$ cat src/rtl/scan_wrapper_pkg.sv
package scan_wrapper_pkg;

  // number of cells in chain c when nff cells are split over nch chains
  function automatic int chain_len(input int nff, input int nch, input int c);
    return (nff / nch) + ((c < (nff % nch)) ? 1 : 0);
  endfunction

  // index of the head cell of chain c
  function automatic int chain_head(input int nff, input int nch, input int c);
    int acc;
    acc = 0;
    for (int k = 0; k < c; k++) acc += chain_len(nff, nch, k);
    return acc;
  endfunction

  // index of the tail cell of chain c
  function automatic int chain_tail(input int nff, input int nch, input int c);
    return chain_head(nff, nch, c) + chain_len(nff, nch, c) - 1;
  endfunction

endpackage

$ cat src/rtl/scan_wrapper_rstsync.sv
module scan_wrapper_rstsync (
  input  logic clk,
  input  logic rst_n,
  output logic rst_q_n
);
  logic stg1_q, stg2_q;
  logic stg1_d, stg2_d;

  always_comb begin
    stg1_d = 1'b1;
    stg2_d = stg1_q;
  end

  always_ff @(posedge clk or negedge rst_n) begin
    if (!rst_n) begin
      stg1_q <= 1'b0;
      stg2_q <= 1'b0;
    end else begin
      stg1_q <= stg1_d;
      stg2_q <= stg2_d;
    end
  end

  assign rst_q_n = stg2_q;
endmodule

$ cat src/rtl/scan_wrapper_cell.sv
module scan_wrapper_cell (
  input  logic clk,
  input  logic rst_n,
  input  logic tc,
  input  logic d,
  input  logic si,
  output logic q
);
  logic q_nxt;

  // tc high: functional data; tc low: serial data
  always_comb begin
    q_nxt = tc ? d : si;
  end

  always_ff @(posedge clk or negedge rst_n) begin
    if (!rst_n) q <= 1'b0;
    else        q <= q_nxt;
  end
endmodule

$ cat src/rtl/scan_wrapper_core.sv
module scan_wrapper_core #(
  parameter int NFF = 10,
  parameter int NPI = 4,
  parameter int NPO = 4
) (
  input  logic [NFF-1:0] st,
  input  logic [NPI-1:0] pi,
  output logic [NFF-1:0] ns,
  output logic [NPO-1:0] po_core
);
  for (genvar i = 0; i < NFF; i++) begin : g_ns
    assign ns[i] = st[(i + NFF - 1) % NFF] ^ pi[i % NPI];
  end

  for (genvar j = 0; j < NPO; j++) begin : g_po
    assign po_core[j] = st[j] ^ st[NFF-1-j] ^ pi[j];
  end
endmodule

$ cat src/rtl/scan_wrapper.sv
module scan_wrapper #(
  parameter int NFF = 10,
  parameter int NCH = 3,
  parameter int NPI = 4,
  parameter int NPO = 4
) (
  input  logic           clk,
  input  logic           rst_n,
  input  logic           tc,
  input  logic [NPI-1:0] pi,
  output logic [NPO-1:0] po
);
  import scan_wrapper_pkg::*;

  logic           rst_q_n;
  logic [NFF-1:0] q;
  logic [NFF-1:0] ns;
  logic [NFF-1:0] sin;
  logic [NPO-1:0] po_core;

  scan_wrapper_rstsync u_rst (
    .clk     (clk),
    .rst_n   (rst_n),
    .rst_q_n (rst_q_n)
  );

  scan_wrapper_core #(.NFF(NFF), .NPI(NPI), .NPO(NPO)) u_core (
    .st      (q),
    .pi      (pi),
    .ns      (ns),
    .po_core (po_core)
  );

  // chain stitching: the head takes the shared pin, the others take their upstream cell
  for (genvar c = 0; c < NCH; c++) begin : g_chain
    localparam int HEAD = chain_head(NFF, NCH, c);
    localparam int LEN  = chain_len(NFF, NCH, c);
    for (genvar k = 0; k < LEN; k++) begin : g_link
      if (k == 0) begin : g_head
        assign sin[HEAD] = pi[c];
      end else begin : g_body
        assign sin[HEAD+k] = q[HEAD+k-1];
      end
    end
  end

  for (genvar i = 0; i < NFF; i++) begin : g_cell
    scan_wrapper_cell u_cell (
      .clk   (clk),
      .rst_n (rst_q_n),
      .tc    (tc),
      .d     (ns[i]),
      .si    (sin[i]),
      .q     (q[i])
    );
  end

  // output pin sharing
  for (genvar j = 0; j < NPO; j++) begin : g_out
    if (j < NCH) begin : g_shared
      localparam int TAIL = chain_tail(NFF, NCH, j);
      assign po[j] = tc ? po_core[j] : q[TAIL];
    end else begin : g_plain
      assign po[j] = po_core[j];
    end
  end
endmodule

$ cat config.mk
export PLATFORM = sky130hd
export DESIGN_NAME = scan_wrapper
export DESIGN_NICKNAME = d
export VERILOG_FILES = /design/src/rtl/scan_wrapper_pkg.sv /design/src/rtl/scan_wrapper_rstsync.sv /design/src/rtl/scan_wrapper_cell.sv /design/src/rtl/scan_wrapper_core.sv /design/src/rtl/scan_wrapper.sv
export SDC_FILE = /design/constraint.sdc
export NUM_CORES = 1
export LEC_CHECK = 0
export ABC_AREA = 1
export BUFFER_PORTS_ARGS = -buffer_cell sky130_fd_sc_hd__buf_2
export CORE_UTILIZATION = 45
export DETAILED_ROUTE_END_ITERATION = 10
export PLACE_DENSITY = 0.64
export SYNTH_ARGS = -nofsm -noshare
export SYNTH_HDL_FRONTEND = slang
export SYNTH_HIERARCHICAL = 1
export SYNTH_SLANG_ARGS = --single-unit
$ cat constraint.sdc
create_clock -name clk -period 0.8 [get_ports clk]
set_input_delay 0.04 -clock clk [delete_from_list [all_inputs] [get_ports clk]]
set_output_delay 0.04 -clock clk [all_outputs]
set_load 0.02 [all_outputs]
==> impl_summary.log, run 1 <==
[metrics] outcome: finished with violations
[metrics] violations in the final reports: negative setup slack
[metrics] number of instances in the placed design: 144
[metrics] most common cell after layout, fill and taps aside: sky130_fd_sc_hd__nand2_1
[metrics] crit-path max FO: 3
[metrics] Residual DRC: 0
[metrics] mux contribution to synthesized area: 0
[metrics] post-route clock period utilization: 1.54
[metrics] GPL Wtd Cong: 0.756
[metrics] placeable core area: between 0.0015 and 0.002 mm²
[metrics] initial core utilization: 0.479
[metrics] syn_area_per_cell: ~6.4 µm²
[metrics] leakage power total: between 0.0006 and 0.0007 µW
[metrics] Critical Path Source Type: flop
[metrics] share of post-route cells with drive strength above 1: 0.360
[metrics] placed inst area: 845 µm²
[metrics] commonest cells after routing, fill and taps aside: sky130_fd_sc_hd__nand2_1 (48), sky130_fd_sc_hd__inv_1 (17), sky130_fd_sc_hd__nand2_2 (14)
[metrics] Layout Area Growth over Synthesis: 39.5%
[metrics] Clk Tree Root Cell: sky130_fd_sc_hd__clkbuf_4
[metrics] final wirelength: ~1500 µm
[metrics] detailed placer's ending HPWL: roughly 1000 µm
[metrics] First DRT Iteration DRCs: 7
[metrics] Setup violations, final: 10
[metrics] critical path class: flop to primary output
[metrics] number of sinks driven by the clock tree: 12
[metrics] total congestion overflow: 0
[metrics] worst hold path class: primary input to flop
[metrics] final-report hold violation count: 0
[metrics] endpoint type of the worst setup path: primary output
[metrics] floorplan die area: 0.00177 mm²
[metrics] power density normalized to cell area: 1950 mW/mm²
[metrics] initial antenna violation count: 0
[metrics] clock-pin slew of the registers on the worst-case setup and hold paths: ~0.080 ns
[metrics] vias in the first global route: 666
[metrics] post-layout instance count excluding filler cells: ~150
[metrics] CP Data Arrival Time: around 1.2 ns
[metrics] count of vias placed by the detailed router: 704
[metrics] min cycle time layout: 1.23 ns
[metrics] cell area after layout: between 0.001 and 0.0015 mm²
[metrics] Avg WL per Cell: 9.89 µm
[metrics] diodes inserted: 0
[metrics] number of input and output port buffers inserted: 10
[metrics] Worst Path Required: 0.76 ns
[metrics] GRT Util Overall: 0.187
[metrics] First-pass DRT Iterations: 4
[metrics] largest net degree at the start of global routing: 13
[metrics] Cell Rows: 14
[metrics] count of nets after finishing: 144
[metrics] max-slew violation count: 0
[metrics] simple logic cell fraction of the synthesized area: 0.374
[metrics] number of buffers created by CTS: 3
[metrics] main combinational cell family by area after synthesis: simple AND/OR/NAND/NOR gates
[metrics] number of H-tree branching levels: 1
[metrics] peak supply drop: 1160 µV
[metrics] number of standard cells after synthesis: 112
[metrics] horizontal extent of the die: between 40 and 50 µm
[metrics] area fraction in compound gates after synthesis: 0
[metrics] latest clock arrival within the worst-skew pair: 0.27 ns
[metrics] unrepaired setup endpoints after global routing: yes
[metrics] proportion of synthesized chip area in sequential cells: 0.416
[metrics] number of unique standard cell types used by synthesis: 8
[metrics] Reg2Reg Setup Slack: -0.11 ns
[metrics] count of state elements after synthesis: 12
[metrics] number of max-capacitance violations reported: 0
[metrics] routed vias/inst: 4.63
[metrics] antenna violation net count after detailed routing: 0
[metrics] wire length of the first global-routing pass: 2560 µm
[metrics] count of boundary I/O pins: 11
[metrics] die extent in y: 42.1 µm
[metrics] skew final: ~0.0067 ns
[metrics] net count after synthesis: about 120
[metrics] Yosys warnings: 6
[metrics] post-synthesis xor/xnor area fraction: 0.0849
[metrics] peak clock frequency supported by timing: about 800 MHz
[metrics] Synth Cell Area: a little over 700 µm²
[metrics] CTS tree: built
[metrics] share of synthesized cell area in full adder, half adder and majority cells: 0
[metrics] Bufs on Longest Clock Path: 2
[metrics] final critical-path setup slack: -0.434 ns
==> flip-flops by register name, summed over array words and instances, names as in the netlist <==
name             cells
g_cell.u_cell/q     10
u_rst/rst_q_n        1
u_rst/stg1_q         1
==> stage by stage <==
stage,setup WS (ns),util,total power [µW],setup TNS (ns),hold slack [ns]
6_report,-0.434,0.669,1970,-2.17,0.0510
5_1_grt,-0.538,0.669,2110,-2.84,0.0641
4_1_cts,-0.443,0.630,1910,-2.08,0.0370
3_5_place_dp,-0.157,0.561,1310,-0.808,-0.174
3_3_place_gp,-0.131,0.561,1280,-0.651,-0.176
2_1_floorplan,-0.0280,-,1110,-0.0287,-0.256
==> critical path, stage by stage, from the launching register on <==
cell,delay (ns)
sky130_fd_sc_hd__dfrtp_1,0.40
sky130_fd_sc_hd__inv_1,0.07
sky130_fd_sc_hd__nand2_1,0.06
sky130_fd_sc_hd__nand2_1,0.07
sky130_fd_sc_hd__nand2_1,0.05
sky130_fd_sc_hd__nand2_1,0.05
sky130_fd_sc_hd__nand2_1,0.06
sky130_fd_sc_hd__nand2_2,0.07
sky130_fd_sc_hd__buf_6,0.11
==> Yosys cell counts <==
cell,n,area share
sky130_fd_sc_hd__dfrtp_1,12,0.42
sky130_fd_sc_hd__xor2_1,7,0.085
sky130_fd_sc_hd__nand2_2,1,0.0087
sky130_fd_sc_hd__nand3_1,7,0.049
sky130_fd_sc_hd__inv_1,20,0.10
sky130_fd_sc_hd__conb_1,1,0.0052
sky130_fd_sc_hd__nand2_1,61,0.32
sky130_fd_sc_hd__inv_2,3,0.016
==> layer usage <==
layer	GRT usage	up-vias	part of all wire
met2	0.309	8	0.51
met5	0	-	0
met1	0.251	329	0.47
met4	0.0875	0	0
met3	0.0129	0	0.017
li1	-	367	-
==> final timing paths <==
path	from	endpoint	cells after the start
min in group asynchronous	rst_n	u_rst/stg1_q	2
hold / removal	pi[2]	g_cell[7].u_cell/q	3
max in group asynchronous	u_rst/rst_q_n	g_cell[0].u_cell/q	0
hold reg to reg	u_rst/rst_q_n	g_cell[6].u_cell/q	0
setup / recovery	g_cell[7].u_cell/q	po[2]	8
setup reg to reg	g_cell[7].u_cell/q	g_cell[8].u_cell/q	4
==> cell type report <==
class / count / area, µm²
Inverter: 23 / 86.3
Multi-Input combinational cell: 77 / 395
Sequential cell: 12 / 302
Fill cell: 131 / 499
Clock buffer: 4 / 36.3
Timing Repair Buffer: 20 / 168
Tap cell: 16 / 20.0
==> what timing repair did <==
action | 4_1_cts | 5_1_grt
buffers inserted | 4 | 1
resized for setup | 14 | 17
hold endpoints to repair | 2 | 0
pin swaps | 9 | 9
hold buffers | 1 | 0
setup endpoints to repair | 12 | 12
==> kinds of logic after synthesis <==
group                  after synthesis
XOR/XNOR                             7
buffers and inverters               23
flip-flops                          12
other                                1
AND/OR/NAND/NOR                     69
==> power by group <==
group          leakage [µW]  switching [µW]  internal (µW)
clock network     0.0000210             200            276
registers          0.000143            98.4            689
logic              0.000451             366            338
(Power assumes the default switching activity.)
==> inputs of run 2 (changes only) <==
CELL_PAD_IN_SITES_DETAIL_PLACEMENT = 0   (was default)
CELL_PAD_IN_SITES_GLOBAL_PLACEMENT = 2   (was default)
CORE_UTILIZATION = 28   (was 45)
PLACE_DENSITY = 0.72   (was 0.64)
==> impl_summary.log, run 2 (same netlist as run 1, synthesis figures left out) <==
[metrics] outcome: finished with violations
[metrics] violations in the final reports: negative setup slack
[metrics] startpoint of the lowest-slack hold path: pi[2]
[metrics] die extent in y: 52.8 µm (+25%)
[metrics] wire length of the first global-routing pass: 2570 µm (+0.55%)
[metrics] worst hold path class: primary input to flop
[metrics] power consumption: 1980 µW (+0.47%)
[metrics] routed vias/inst: 4.19 (-9.5%)
[metrics] setup TNS: -2.13 ns (+0.0423 ns)
[metrics] net switching share of the total power: 0.334 (-0.00340)
[metrics] endpoint type of the worst setup path: primary output
[metrics] Bufs on Longest Clock Path: 2 (unchanged)
[metrics] skew final: 0.00591 ns (-0.000749 ns)
[metrics] horizontal extent of the die: 52.8 µm (+25%)
[metrics] GRT Util Overall: 0.135 (-0.0523)
[metrics] peak clock frequency supported by timing: 812 MHz (+0.23%)
[metrics] Crit. Startpoint: g_cell[9].u_cell/q
[metrics] antenna violation net count after detailed routing: 0 (unchanged)
[metrics] leakage power total: 0.000631 µW (+2.5%)
[metrics] critical path class: flop to primary output
[metrics] register share of total power: 0.399 (about the same)
[metrics] final critical-path setup slack: -0.431 ns (+0.00281 ns)
[metrics] First-pass DRT Iterations: 4 (unchanged)
[metrics] number of sinks driven by the clock tree: 12 (unchanged)
[metrics] number of input and output port buffers inserted: 10 (unchanged)
[metrics] GPL Wtd Cong: 0.714 (-5.6%)
[metrics] Largest register FFs: 10 (unchanged)
[metrics] min cycle time layout: 1.23 ns (-0.00281 ns)
[metrics] power density normalized to cell area: 1880 mW/mm² (-3.6%)
[metrics] commonest cells after routing, fill and taps aside: sky130_fd_sc_hd__nand2_1 (48), sky130_fd_sc_hd__inv_1 (17), sky130_fd_sc_hd__nand2_2 (13)
[metrics] CTS tree: built
[metrics] initial antenna violation count: 0 (unchanged)
[metrics] total congestion overflow: 0 (unchanged)
[metrics] Worst Path Required: 0.76 ns (about the same)
[metrics] number of H-tree branching levels: 1 (unchanged)
[metrics] cell area after layout: 0.00105 mm² (+4.2%)
[metrics] number of max-capacitance violations reported: 0 (unchanged)
[metrics] latest clock arrival within the worst-skew pair: 0.27 ns (about the same)
[metrics] Setup violations, final: 11 (+1)
[metrics] Avg WL per Cell: 9.92 µm (+0.29%)
[metrics] share of post-route cells with drive strength above 1: 0.374 (+0.0138)
[metrics] peak supply drop: 1330 µV (+15%)
[metrics] Layout Area Growth over Synthesis: 45.4%
[metrics] clock network fraction of total power: 0.239 (-0.003)
[metrics] Critical Path Source Type: flop
[metrics] net switching power of the design: 660 µW (-0.55%)
[metrics] detailed placer's ending HPWL: 1230 µm (+19%)
[metrics] worst reg2reg startpoint: g_cell[2].u_cell/q
[metrics] floorplan die area: 0.00279 mm² (+57%)
[metrics] placed inst area: 885 µm² (+4.7%)
[metrics] final wirelength: 1680 µm (+12%)
[metrics] vias in the first global route: 587 (-12%)
[metrics] largest net degree at the start of global routing: 11 (-2)
[metrics] Residual DRC: 0 (unchanged)
[metrics] unrepaired setup endpoints after global routing: yes
[metrics] worst hold slack: 0.0577 ns (+0.00667 ns)
[metrics] Largest Register: g_cell.u_cell/q
[metrics] crit-path max FO: 4 (+1)
[metrics] final-report hold violation count: 0 (unchanged)
[metrics] placeable core area: 0.00245 mm² (+63%)
[metrics] count of boundary I/O pins: 11 (unchanged)
[metrics] count of vias placed by the detailed router: 708 (+0.57%)
[metrics] diodes inserted: 0 (unchanged)
[metrics] share of power burned in combinational logic: 0.362 (+0.004)
[metrics] design internal power: 1320 µW (+0.98%)
[metrics] First DRT Iteration DRCs: 11 (+4)
[metrics] Cell Rows: 18 (+4)
[metrics] number of buffers created by CTS: 3 (unchanged)
[metrics] count of nets after finishing: 147 (+2.1%)
[metrics] post-route clock period utilization: 1.54 (-0.00351)
[metrics] max-slew violation count: 0 (unchanged)
[metrics] CP Data Arrival Time: 1.19 ns (about the same)
[metrics] initial core utilization: 0.294 (-0.185)
[metrics] clock-pin slew of the registers on the worst-case setup and hold paths: 0.08 ns (about the same)
[metrics] Clk Tree Root Cell: sky130_fd_sc_hd__clkbuf_4
[metrics] most common cell after layout, fill and taps aside: sky130_fd_sc_hd__nand2_1
## run 2: changes by cell type in the layout (fill, tap and decap cells not counted), sizes merged
| cell | change |
|---|---|
| buf | +3 |
## run 2: worst max-delay path: stages, from the launching register on
cell,delay [ns]
sky130_fd_sc_hd__dfrtp_1,0.43
sky130_fd_sc_hd__inv_2,0.09
sky130_fd_sc_hd__nand2_2,0.07
sky130_fd_sc_hd__nand3_2,0.06
sky130_fd_sc_hd__nand2_1,0.04
sky130_fd_sc_hd__nand2_1,0.07
sky130_fd_sc_hd__nand2_2,0.05
sky130_fd_sc_hd__buf_6,0.12
## run 2: cell type report
type                       instances  area, µm²
fill                             270       1410
multi-input combinational         77        393
sequential                        12        303
timing repair buffer              23        194
inverter                          23       86.3
tap                               30       37.5
clock buffer                       4       36.3
## run 2: stage by stage
stage                     setup WS (ns)  utilization  cells
after floorplan                 -0.0280            -    112
after global placement           -0.150        0.360    161
after detailed placement         -0.166        0.360    161
after CTS                        -0.458        0.401    168
after global routing             -0.536        0.428    169
final                            -0.431        0.428    169
## run 2: power groups by stage
stage               clock network, µW  registers [µW]  logic [µW]
CTS                               497             777         644
global route                      536             803         796
finish                            473             789         715
floorplan                           0             771         341
detailed placement                  0             791         540
global placement                    0             788         528
## run 2: timing repair
item,CTS,global route
setup buffers,4,1
hold endpoints to repair,2,0
setup endpoints to repair,12,12
pin swaps,9,9
hold buffers,1,0
gates resized for setup,12,21
cloned,0,0
## run 2: path summary, 6_finish.rpt
check,slack [ns],cells after the start,endpoint
min in group asynchronous,0.08,2,u_rst/stg1_q
setup reg to reg,-0.11,4,g_cell[3].u_cell/q
hold / removal,0.06,3,g_cell[7].u_cell/q
max in group asynchronous,0.33,0,g_cell[0].u_cell/q
hold reg to reg,0.16,0,g_cell[1].u_cell/q
setup / recovery,-0.43,7,po[0]
## run 2: layer usage
layer  wire (µm)  global-route usage  share of wire  vias to the layer above
met5           0                   0              0                        -
met4          22              0.0789          0.013                        0
met3          37              0.0348          0.022                        4
met2         817               0.190           0.49                       10
met1         800               0.182           0.48                      320
li1            -                   -              -                      374
==> inputs of run 3 (changes only) <==
CORE_UTILIZATION = 30   (was 28)
CTS_BUF_LIST = sky130_fd_sc_hd__clkbuf_4   (was default)
MAX_ROUTING_LAYER = met4   (was default)
PLACE_DENSITY = 0.76   (was 0.72)
==> impl_summary.log, run 3 (same netlist as run 1, synthesis figures left out) <==
[metrics] number of sinks driven by the clock tree: 12 (unchanged)
[metrics] share of post-route cells with drive strength above 1: 0.328 (-0.0456)
[metrics] number of max-capacitance violations reported: 0 (unchanged)
[metrics] peak clock frequency supported by timing: 821 MHz (+1.1%)
[metrics] latest clock arrival within the worst-skew pair: 0.27 ns (about the same)
[metrics] min cycle time layout: 1.22 ns (-0.0132 ns)
[metrics] net switching power of the design: 634 µW (-4.0%)
[metrics] final core utilization: 0.455 (+0.0278)
[metrics] number of input and output port buffers inserted: 10 (unchanged)
[metrics] R2R depth: 4 (unchanged)
[metrics] clock network fraction of total power: 0.200 (-0.039)
[metrics] fillers: 241 (-11%)
[metrics] most common cell after layout, fill and taps aside: sky130_fd_sc_hd__nand2_1
[metrics] Crit. Startpoint: g_cell[9].u_cell/q
[metrics] largest net degree at the start of global routing: 17 (+6)
[metrics] total congestion overflow: 0 (unchanged)
[metrics] vias in the first global route: 614 (+4.6%)
[metrics] register cell area after layout: 302 µm² (-0.41%)
[metrics] count of vias placed by the detailed router: 675 (-4.7%)
[metrics] register share of total power: 0.428 (+0.029)
[metrics] Critical Path Source Type: flop
[metrics] post-route clock period utilization: 1.52 (-0.0165)
[metrics] Residual DRC: 0 (unchanged)
[metrics] horizontal extent of the die: 51.1 µm (-3.3%)
[metrics] wire length of the first global-routing pass: 2580 µm (+0.27%)
[metrics] detailed placer's ending HPWL: 1150 µm (-6.9%)
[metrics] final critical-path setup slack: -0.418 ns (+0.0132 ns)
[metrics] GPL Wtd Cong: 0.703 (-1.6%)
[metrics] antenna violation net count after detailed routing: 0 (unchanged)
[metrics] setup TNS: -1.93 ns (+0.192 ns)
[metrics] Worst Path Required: 0.76 ns (about the same)
[metrics] max-slew violation count: 0 (unchanged)
[metrics] commonest cells after routing, fill and taps aside: sky130_fd_sc_hd__nand2_1 (49), sky130_fd_sc_hd__inv_1 (17), sky130_fd_sc_hd__nand2_2 (12)
[metrics] Bufs on Longest Clock Path: 2 (unchanged)
[metrics] crit-path max FO: 4 (unchanged)
[metrics] Setup violations, final: 11 (unchanged)
[metrics] CP Data Arrival Time: 1.18 ns (about the same)
[metrics] Largest Register: g_cell.u_cell/q
[metrics] number of H-tree branching levels: 1 (unchanged)
[metrics] First DRT Iteration DRCs: 10 (-1)
[metrics] count of cells along the worst hold path: 3 (unchanged)
[metrics] clock-pin slew of the registers on the worst-case setup and hold paths: 0.07 ns (about the same)
[metrics] GRT Util Overall: 0.139 (+0.00452)
[metrics] initial antenna violation count: 0 (unchanged)
[metrics] final-report hold violation count: 0 (unchanged)
[metrics] count of boundary I/O pins: 11 (unchanged)
[metrics] design internal power: 1210 µW (-8.0%)
[metrics] worst reg2reg startpoint: g_cell[1].u_cell/q
[metrics] Avg WL per Cell: 9.05 µm (-8.8%)
[metrics] endpoint type of the worst setup path: primary output
[metrics] skew final: 0.000633 ns (-0.00528 ns)
[metrics] number of buffers created by CTS: 3 (unchanged)
[metrics] Min-Delay Endpoint: g_cell[7].u_cell/q
[metrics] critical path class: flop to primary output
[metrics] floorplan die area: 0.00261 mm² (-6.4%)
[metrics] worst hold path class: primary input to flop
[metrics] unrepaired setup endpoints after global routing: yes
[metrics] routed vias/inst: 4.09 (-2.3%)
[metrics] First-pass DRT Iterations: 2 (-2)
[metrics] violations in the final reports: negative setup slack
[metrics] Layout Area Growth over Synthesis: 40.9%
[metrics] net switching share of the total power: 0.343 (+0.00939)
[metrics] end of the worst register-to-register path: g_cell[2].u_cell/q
[metrics] power density normalized to cell area: 1810 mW/mm² (-3.7%)
[metrics] Cell Rows: 17 (-1)
[metrics] leakage power total: 0.000615 µW (-2.6%)
[metrics] peak supply drop: 1170 µV (-12%)
[metrics] power consumption: 1850 µW (-6.7%)
[metrics] share of power burned in combinational logic: 0.372 (+0.010)
[metrics] outcome: finished with violations
[metrics] Multi-input gate area: 380 µm² (-3.2%)
[metrics] initial core utilization: 0.323 (+0.0292)
[metrics] count of nets after finishing: 145 (-1.4%)
[metrics] die extent in y: 51.1 µm (-3.3%)
[metrics] diodes inserted: 0 (unchanged)
[metrics] startpoint of the lowest-slack hold path: pi[2]
[metrics] CTS tree: built
[metrics] Clk Tree Root Cell: sky130_fd_sc_hd__clkbuf_4
[metrics] Largest register FFs: 10 (unchanged)
[metrics] placeable core area: 0.00223 mm² (-9.0%)
[metrics] Reg2Reg Setup Slack: -0.13 ns (-0.02 ns)
[metrics] final wirelength: 1490 µm (-11%)
run 3: changes by cell type in the layout (fill, tap and decap cells not counted):
cell,delta
sky130_fd_sc_hd__buf_6,-1
sky130_fd_sc_hd__dfrtp_1,+1
sky130_fd_sc_hd__nand3_2,-2
sky130_fd_sc_hd__nand3_1,+2
sky130_fd_sc_hd__clkinv_1,+1
sky130_fd_sc_hd__nand2_1,+1
sky130_fd_sc_hd__nand2_2,-1
sky130_fd_sc_hd__buf_12,+1
sky130_fd_sc_hd__buf_4,-2
sky130_fd_sc_hd__dfrtp_2,-1
sky130_fd_sc_hd__clkbuf_8,-1
run 3: per-stage QoR:
step | hold slack, ns | cells | cell area, µm² | setup WS, ns
4_1_cts | 0.0656 | 165 | 973 | -0.443
6_report | 0.0612 | 165 | 1020 | -0.418
3_5_place_dp | -0.174 | 158 | 887 | -0.155
3_3_place_gp | -0.175 | 158 | 887 | -0.156
5_1_grt | 0.0557 | 165 | 1020 | -0.527
2_1_floorplan | -0.256 | 112 | 729 | -0.0280
run 3: how the worst max path moves through the flow:
| stage | endpoint | slack (ns) |
|---|---|---|
| CTS | po[1] | -0.44 |
| detailed placement | po[1] | -0.15 |
| global placement | po[1] | -0.16 |
| global route | po[2] | -0.53 |
| finish | po[0] | -0.42 |
| floorplan | po[2] | -0.03 |
run 3: final cells by class:
class / instances / share of cell area
Multi-Input combinational cell: 77 / 0.374
Sequential cell: 12 / 0.296
Timing Repair Buffer: 21 / 0.185
Inverter: 23 / 0.0849
Tap cell: 28 / 0.0344
Clock buffer: 3 / 0.0221
Clock inverter: 1 / 0.00369
run 3: power by group through the flow:
stage	clock, µW	sequential [µW]	combinational, µW
after floorplan	0	771	341
after global placement	0	792	529
after detailed placement	0	794	535
after CTS	383	777	643
after global routing	426	806	766
final	370	789	686
run 3: critical path, stage by stage, from the launching register on:
cell                      delay [ns]
sky130_fd_sc_hd__dfrtp_1        0.42
sky130_fd_sc_hd__inv_2          0.08
sky130_fd_sc_hd__nand2_2        0.06
sky130_fd_sc_hd__nand3_1        0.07
sky130_fd_sc_hd__nand2_1        0.05
sky130_fd_sc_hd__nand2_1        0.06
sky130_fd_sc_hd__nand2_2        0.05
sky130_fd_sc_hd__buf_6          0.12
run 3: layer usage:
metal,share of wire,wire length (µm),GRT usage
met4,0.015,23,0.0556
met2,0.46,691,0.219
met5,0,0,-
met1,0.49,732,0.169
met3,0.031,46,0.0357
run 3: repair_timing:
action,CTS,global route
resized for setup,11,17
endpoints found under the setup margin,12,12
setup buffers,3,0
pin swaps,8,14
endpoints found under the hold margin,2,0
hold buffers,1,0
